## src/rtl/wpr_pkg.sv

```systemverilog
package wpr_pkg;

    localparam int NUM_CH     = 4;
    localparam int NUM_SLOT   = 4;
    localparam int POS_W      = 6;
    localparam int NUM_TAPS   = 1 << POS_W;
    localparam int CH_IDX_W   = $clog2(NUM_CH);
    localparam int SLOT_IDX_W = $clog2(NUM_SLOT);
    localparam int TAPS_ALL_W = NUM_CH * NUM_TAPS;

    typedef enum logic [1:0] {
        OP_READ   = 2'b00,
        OP_LOAD   = 2'b01,
        OP_STORE  = 2'b10,
        OP_RECALL = 2'b11
    } op_e;

    typedef logic [POS_W-1:0]      pos_t;
    typedef logic [NUM_TAPS-1:0]   tap_vec_t;
    typedef logic [SLOT_IDX_W-1:0] slot_t;

    typedef struct packed {
        logic  load;
        logic  store;
        logic  recall;
        slot_t slot;
        pos_t  value;
    } ch_ctl_t;

    function automatic tap_vec_t pos_to_tap(input pos_t p);
        tap_vec_t v;
        for (int i = 0; i < NUM_TAPS; i++) begin
            v[i] = (pos_t'(i) == p);
        end
        return v;
    endfunction

endpackage

```

## src/rtl/wpr_cmd_decode.sv

```systemverilog
module wpr_cmd_decode
    import wpr_pkg::*;
(
    input  logic                  cmd_valid,
    input  logic [1:0]            cmd_op,
    input  logic [CH_IDX_W-1:0]   cmd_ch,
    input  logic [SLOT_IDX_W-1:0] cmd_slot,
    input  logic [POS_W-1:0]      cmd_data,
    output ch_ctl_t               ctl [NUM_CH],
    output logic                  rd_req,
    output logic                  store_req
);

    op_e op;
    assign op = op_e'(cmd_op);

    assign rd_req    = cmd_valid && (op == OP_READ);
    assign store_req = cmd_valid && (op == OP_STORE);

    generate
        for (genvar c = 0; c < NUM_CH; c++) begin : g_ctl
            logic hit;
            assign hit = cmd_valid && (cmd_ch == CH_IDX_W'(c));
            always_comb begin
                ctl[c].load   = hit && (op == OP_LOAD);
                ctl[c].store  = hit && (op == OP_STORE);
                ctl[c].recall = hit && (op == OP_RECALL);
                ctl[c].slot   = cmd_slot;
                ctl[c].value  = cmd_data;
            end
        end
    endgenerate

endmodule

```

## src/rtl/wpr_tap_decoder.sv

```systemverilog
module wpr_tap_decoder
    import wpr_pkg::*;
(
    input  logic     clk,
    input  logic     rst,
    input  pos_t     pos_next,
    output tap_vec_t tap
);

    always_ff @(posedge clk) begin
        if (rst) begin
            tap <= pos_to_tap('0);
        end else begin
            tap <= pos_to_tap(pos_next);
        end
    end

    assert_tap_onehot_R2: assert property (@(posedge clk) disable iff (rst)
        $countones(tap) == 1);

endmodule

```

## src/rtl/wpr_channel.sv

```systemverilog
module wpr_channel
    import wpr_pkg::*;
(
    input  logic     clk,
    input  logic     rst,
    input  ch_ctl_t  ctl,
    output pos_t     wiper,
    output pos_t     slot_q [NUM_SLOT],
    output tap_vec_t tap
);

    pos_t wiper_d;

    always_comb begin
        wiper_d = wiper;
        if (ctl.load) begin
            wiper_d = ctl.value;
        end else if (ctl.recall) begin
            wiper_d = slot_q[ctl.slot];
        end
    end

    always_ff @(posedge clk) begin
        if (rst) begin
            wiper <= '0;
        end else begin
            wiper <= wiper_d;
        end
    end

    generate
        for (genvar s = 0; s < NUM_SLOT; s++) begin : g_slot
            always_ff @(posedge clk) begin
                if (rst) begin
                    slot_q[s] <= '0;
                end else if (ctl.store && ctl.slot == SLOT_IDX_W'(s)) begin
                    slot_q[s] <= ctl.value;
                end
            end
        end
    endgenerate

    wpr_tap_decoder u_dec (
        .clk      (clk),
        .rst      (rst),
        .pos_next (wiper_d),
        .tap      (tap)
    );

    assert_tap_tracks_wiper_R3: assert property (@(posedge clk) disable iff (rst)
        tap[wiper] == 1'b1);

    assert_load_wiper_R4: assert property (@(posedge clk) disable iff (rst)
        ctl.load |=> wiper == $past(ctl.value));

    assert_recall_copy_R6: assert property (@(posedge clk) disable iff (rst)
        ctl.recall |=> wiper == $past(slot_q[ctl.slot]));

    assert_store_keeps_wiper_R5: assert property (@(posedge clk) disable iff (rst)
        (ctl.store && !ctl.load && !ctl.recall) |=> $stable(wiper));

    assert_idle_hold_R9: assert property (@(posedge clk) disable iff (rst)
        (!ctl.load && !ctl.recall) |=> $stable(wiper));

endmodule

```

## src/rtl/wpr_bank.sv

```systemverilog
module wpr_bank
    import wpr_pkg::*;
(
    input  logic                  clk,
    input  logic                  rst,
    input  logic                  cmd_valid,
    input  logic [1:0]            cmd_op,
    input  logic [CH_IDX_W-1:0]   cmd_ch,
    input  logic [SLOT_IDX_W-1:0] cmd_slot,
    input  logic [POS_W-1:0]      cmd_data,
    output logic                  rd_valid,
    output logic [POS_W-1:0]      rd_wiper,
    output logic [POS_W-1:0]      rd_data,
    output logic                  nv_wr_strobe,
    output logic [TAPS_ALL_W-1:0] taps
);

    ch_ctl_t  ctl      [NUM_CH];
    pos_t     wiper_all[NUM_CH];
    pos_t     slot_all [NUM_CH][NUM_SLOT];
    tap_vec_t tap_all  [NUM_CH];
    logic     rd_req;
    logic     store_req;

    wpr_cmd_decode u_decode (
        .cmd_valid (cmd_valid),
        .cmd_op    (cmd_op),
        .cmd_ch    (cmd_ch),
        .cmd_slot  (cmd_slot),
        .cmd_data  (cmd_data),
        .ctl       (ctl),
        .rd_req    (rd_req),
        .store_req (store_req)
    );

    generate
        for (genvar c = 0; c < NUM_CH; c++) begin : g_ch
            wpr_channel u_ch (
                .clk    (clk),
                .rst    (rst),
                .ctl    (ctl[c]),
                .wiper  (wiper_all[c]),
                .slot_q (slot_all[c]),
                .tap    (tap_all[c])
            );
            assign taps[c*NUM_TAPS +: NUM_TAPS] = tap_all[c];
        end
    endgenerate

    always_ff @(posedge clk) begin
        if (rst) begin
            rd_valid     <= 1'b0;
            rd_wiper     <= '0;
            rd_data      <= '0;
            nv_wr_strobe <= 1'b0;
        end else begin
            rd_valid     <= rd_req;
            nv_wr_strobe <= store_req;
            if (rd_req) begin
                rd_wiper <= wiper_all[cmd_ch];
                rd_data  <= slot_all[cmd_ch][cmd_slot];
            end
        end
    end

    assert_strobe_after_store_R8: assert property (@(posedge clk) disable iff (rst)
        (cmd_valid && cmd_op == 2'b10) |=> nv_wr_strobe);

    assert_strobe_only_store_R8: assert property (@(posedge clk) disable iff (rst)
        !(cmd_valid && cmd_op == 2'b10) |=> !nv_wr_strobe);

    assert_read_pulse_R7: assert property (@(posedge clk) disable iff (rst)
        (cmd_valid && cmd_op == 2'b00) |=> rd_valid);

    assert_idle_no_read_R9: assert property (@(posedge clk) disable iff (rst)
        !cmd_valid |=> (!rd_valid && !nv_wr_strobe));

endmodule

```

## config.mk

```make
export PLATFORM = sky130hd
export DESIGN_NAME = wpr_bank
export DESIGN_NICKNAME = d
export VERILOG_FILES = /design/src/rtl/wpr_pkg.sv /design/src/rtl/wpr_cmd_decode.sv /design/src/rtl/wpr_tap_decoder.sv /design/src/rtl/wpr_channel.sv /design/src/rtl/wpr_bank.sv
export SDC_FILE = /design/constraint.sdc
export NUM_CORES = 1
export LEC_CHECK = 0
export BUFFER_PORTS_ARGS = -buffer_cell sky130_fd_sc_hd__buf_2
export CAP_MARGIN = 20
export CORE_ASPECT_RATIO = 1.4
export CORE_MARGIN = 3
export CORE_UTILIZATION = 58
export DETAILED_ROUTE_END_ITERATION = 16
export HOLD_SLACK_MARGIN = 0.08
export PLACE_DENSITY = 0.88
export SYNTH_ARGS = -nofsm -noshare
export SYNTH_HDL_FRONTEND = slang
export SYNTH_SLANG_ARGS = --single-unit
```

## constraint.sdc

```tcl
create_clock -name clk -period 3.7 [get_ports clk]
set_clock_uncertainty 0.1 [all_clocks]
set_input_delay 0.74 -clock clk [delete_from_list [all_inputs] [get_ports clk]]
set_output_delay 0.74 -clock clk [all_outputs]
set_load 0.05 [all_outputs]
```

==> results_dict.tcl <==
set metrics [dict create \
    insertion_delay_ps 520 \
    crit_type "input port to flop" \
    ys_ff_latch 390 \
    first_iter_violations 1030 \
    r2r_slack_ps 1360 \
    cts_tree "done" \
    fin_ws_ps 825 \
    grt_setup_unrepaired "false" \
    h-tree-depth 2 \
    hold_viol_final 0 \
    worst-path-max-fanout 16 \
    power_density_nw_per_um2 500 \
    first_pass_iters 6 \
    end_kind "flop" \
    grt_max_degree 56 \
    setup.worst_path.end "g_ch[3].u_ch.u_dec.tap[19]" \
    dieArea_um2 25000 \
    clock_path_buffers 3 \
    antenna_found_initial 5 \
    fin_area_um2 16200 \
    area_growth_pct 20.6 \
    cpMaxStageDelayCell "mux4_2" \
    fin_crit_ps 2870 \
    fillers 1503 \
    vias_per_cell 5.75 \
    overflow 0 \
    crit_start "cmd_slot[0]" \
    critPathRequiredTime_ps 4040 \
    fp.dieW_um 135 \
    drv_slew 0 \
    dr_wl_met2_um 19100 \
    tightest_slew_ps 763 \
    path_clk_slew_ps 60 \
    m1WireLength_um 12500 \
    syn_area_per_cell_um2 10.6 \
    drive_above_1_share 0.284 \
    netlist_instances 1266 \
    cts_root_buf "clkbuf_16" \
    cp_cell_sequence "buf_2 > buf_4 > mux4_2 > and3_1 > o31ai_4 > nand4_1 > nor2_1" \
    grt_pass1_wl_um 55400 \
    cp_data_arrival_time_ps 3210 \
    maxCapViolCount 0 \
    layout_worst_path_cycle_share 0.777 \
    hold_buffers 0 \
    postCtsSetupRepairBufs 0 \
    final_nets 1552 \
    placedInstanceArea_um2 15100 \
    finalSetupViolations 0 \
    slowest_delay_ps 550 \
    whs_ps 353 \
    register_area_um2 7810 \
    die_h_um 186 \
    r2r_cells 5 \
    synth_fp_nets 1281 \
    drc_errors 0 \
    outcome "complete, no violations" \
    critPathLaunchType "input port" \
    numCtsBuffers 34 \
    synth-seq-area-share 0.582 \
    ir_drop_mv 0.364 \
    grtUsageTotal 0.278 \
    syn-cell-area_um2 13400 \
    r2r-end "g_ch[2].u_ch.u_dec.tap[28]" \
    place_congestion 0.873 \
    wire_per_inst_um 19.5 \
    p_leak_nw 6.90 \
    dp_hpwl_um 25200 \
    yosys_warnings 0 \
    row_count 65 \
    cts_sinks 390 \
    port-buffer-count 284 \
    relSlewSlack 0.490 \
    min_path_type "flop to flop" \
    final_common_cell "dfxtp_1" \
    utilization 0.713 \
    setup_tns_ps 0 \
    io_pins 285 \
    start_util 0.592 \
    cts-resized-gates 0 \
    reg2reg_from "g_ch[2].u_ch.slot_q[17]" \
    layout_common_cells "dfxtp_1 (390), nor2_1 (376), buf_2 (283)" \
    drt-total-wl_um 36400 \
    top_layer_used "met5" \
    multi_input_area_um2 5240 \
    hold_depth 2 \
    max_freq_mhz 348 \
    synth.distinct_cells 45 \
    coreArea_um2 22700 \
    pre_cts_ws_ps 339 \
    grt_pass1_vias 10301 \
    num_vias 10716 \
    drtAntennaViolNets 0 \
    min_from "rd_data[5]" \
    dr_wl_met3_um 2830 \
]
sequential cells by signal, indices dropped and copies added, names as in the netlist:
name	cells
rd_wiper	6
g_ch.u_ch.wiper	24
nv_wr_strobe	1
g_ch.u_ch.slot_q	96
rd_data	6
rd_valid	1
g_ch.u_ch.u_dec.tap	256
cells by family after synthesis:
| group | Yosys count | share of synthesized area |
|---|---|---|
| simple gates | 580 | 0.195 |
| buf+inv | 80 | 0.0282 |
| compound gates | 90 | 0.0655 |
| mux | 126 | 0.130 |
| flops | 390 | 0.582 |
final cells by class:
type / instances / share of cell area
Multi-Input combinational cell: 796 / 0.324
Sequential cell: 390 / 0.482
Antenna cell: 3 / 0.000464
Clock buffer: 47 / 0.0581
Timing Repair Buffer: 315 / 0.103
Clock inverter: 11 / 0.00897
Tap cell: 301 / 0.0233
worst min path at each step:
stage                                         end  slack, ps
after floorplan           g_ch[0].u_ch.slot_q[18]        330
after global placement    g_ch[0].u_ch.slot_q[20]        340
after detailed placement  g_ch[0].u_ch.slot_q[18]        340
after CTS                 g_ch[0].u_ch.slot_q[18]        350
after global routing      g_ch[0].u_ch.slot_q[18]        360
final                                  rd_data[5]        350
worst max-delay path: cells and delay by family:
kind                   cells  cell delay (ps)
buffers and inverters      2              640
AO/OA/AOI/OAI              1              470
multiplexers               1              550
AND/OR/NAND/NOR            3              790
per-layer routing:
metal,vias up,track usage
met4,4,0.147
met5,-,0
met3,146,0.0503
met2,567,0.509
met1,5121,0.306
li1,4878,-
power breakdown:
part	internal (mW)	switching (mW)
clock	2.00	1.50
combinational	0.0980	0.266
sequential	4.22	0.00974
total	6.31	1.78
Yosys cell counts:
library cell / n / share of area
dfxtp_1: 390 / 0.58
nor2_1: 376 / 0.11
mux2i_1: 90 / 0.067
nand4_1: 59 / 0.027
clkbuf_1: 52 / 0.015
nand2_1: 48 / 0.013
mux4_2: 28 / 0.047
a21oi_1: 18 / 0.0067
nand3_1: 17 / 0.0063
a21boi_0: 16 / 0.0089
o31ai_4: 16 / 0.025
or3_1: 15 / 0.0070
and3_1: 13 / 0.0061
o31a_1: 13 / 0.0085
buf_2: 12 / 0.0045
a31o_2: 8 / 0.0052
mux4_1: 8 / 0.016
nand2b_1: 8 / 0.0037
nor3_1: 8 / 0.0030
o21ai_0: 8 / 0.0030
buf_6: 6 / 0.0050
nand3b_1: 6 / 0.0034
nand4_2: 5 / 0.0047
buf_1: 4 / 0.0011
clkbuf_2: 4 / 0.0015
nor2_2: 4 / 0.0019
a311oi_1: 3 / 0.0020
and3_2: 3 / 0.0017
o21bai_1: 3 / 0.0017
o31a_2: 3 / 0.0022
or3_2: 3 / 0.0017
or3b_1: 3 / 0.0020
and3b_1: 2 / 0.0013
nor3_2: 2 / 0.0015
or3b_2: 2 / 0.0013
a311oi_2: 1 / 0.0011
and2_1: 1 / 0.00047
and2b_2: 1 / 0.00065
and3_4: 1 / 0.00084
buf_4: 1 / 0.00056
clkbuf_8: 1 / 0.0010
nor2b_1: 1 / 0.00047
nor3b_1: 1 / 0.00056
o21bai_2: 1 / 0.00084
or2_2: 1 / 0.00047
per-stage QoR:
stage | instances | total power [mW]
after floorplan | 1266 | 4.58
after global placement | 1802 | 4.67
after detailed placement | 1802 | 4.68
after CTS | 1860 | 8.11
after global routing | 1863 | 8.30
final | 1863 | 8.09
Power figures use the tool's default switching activity.
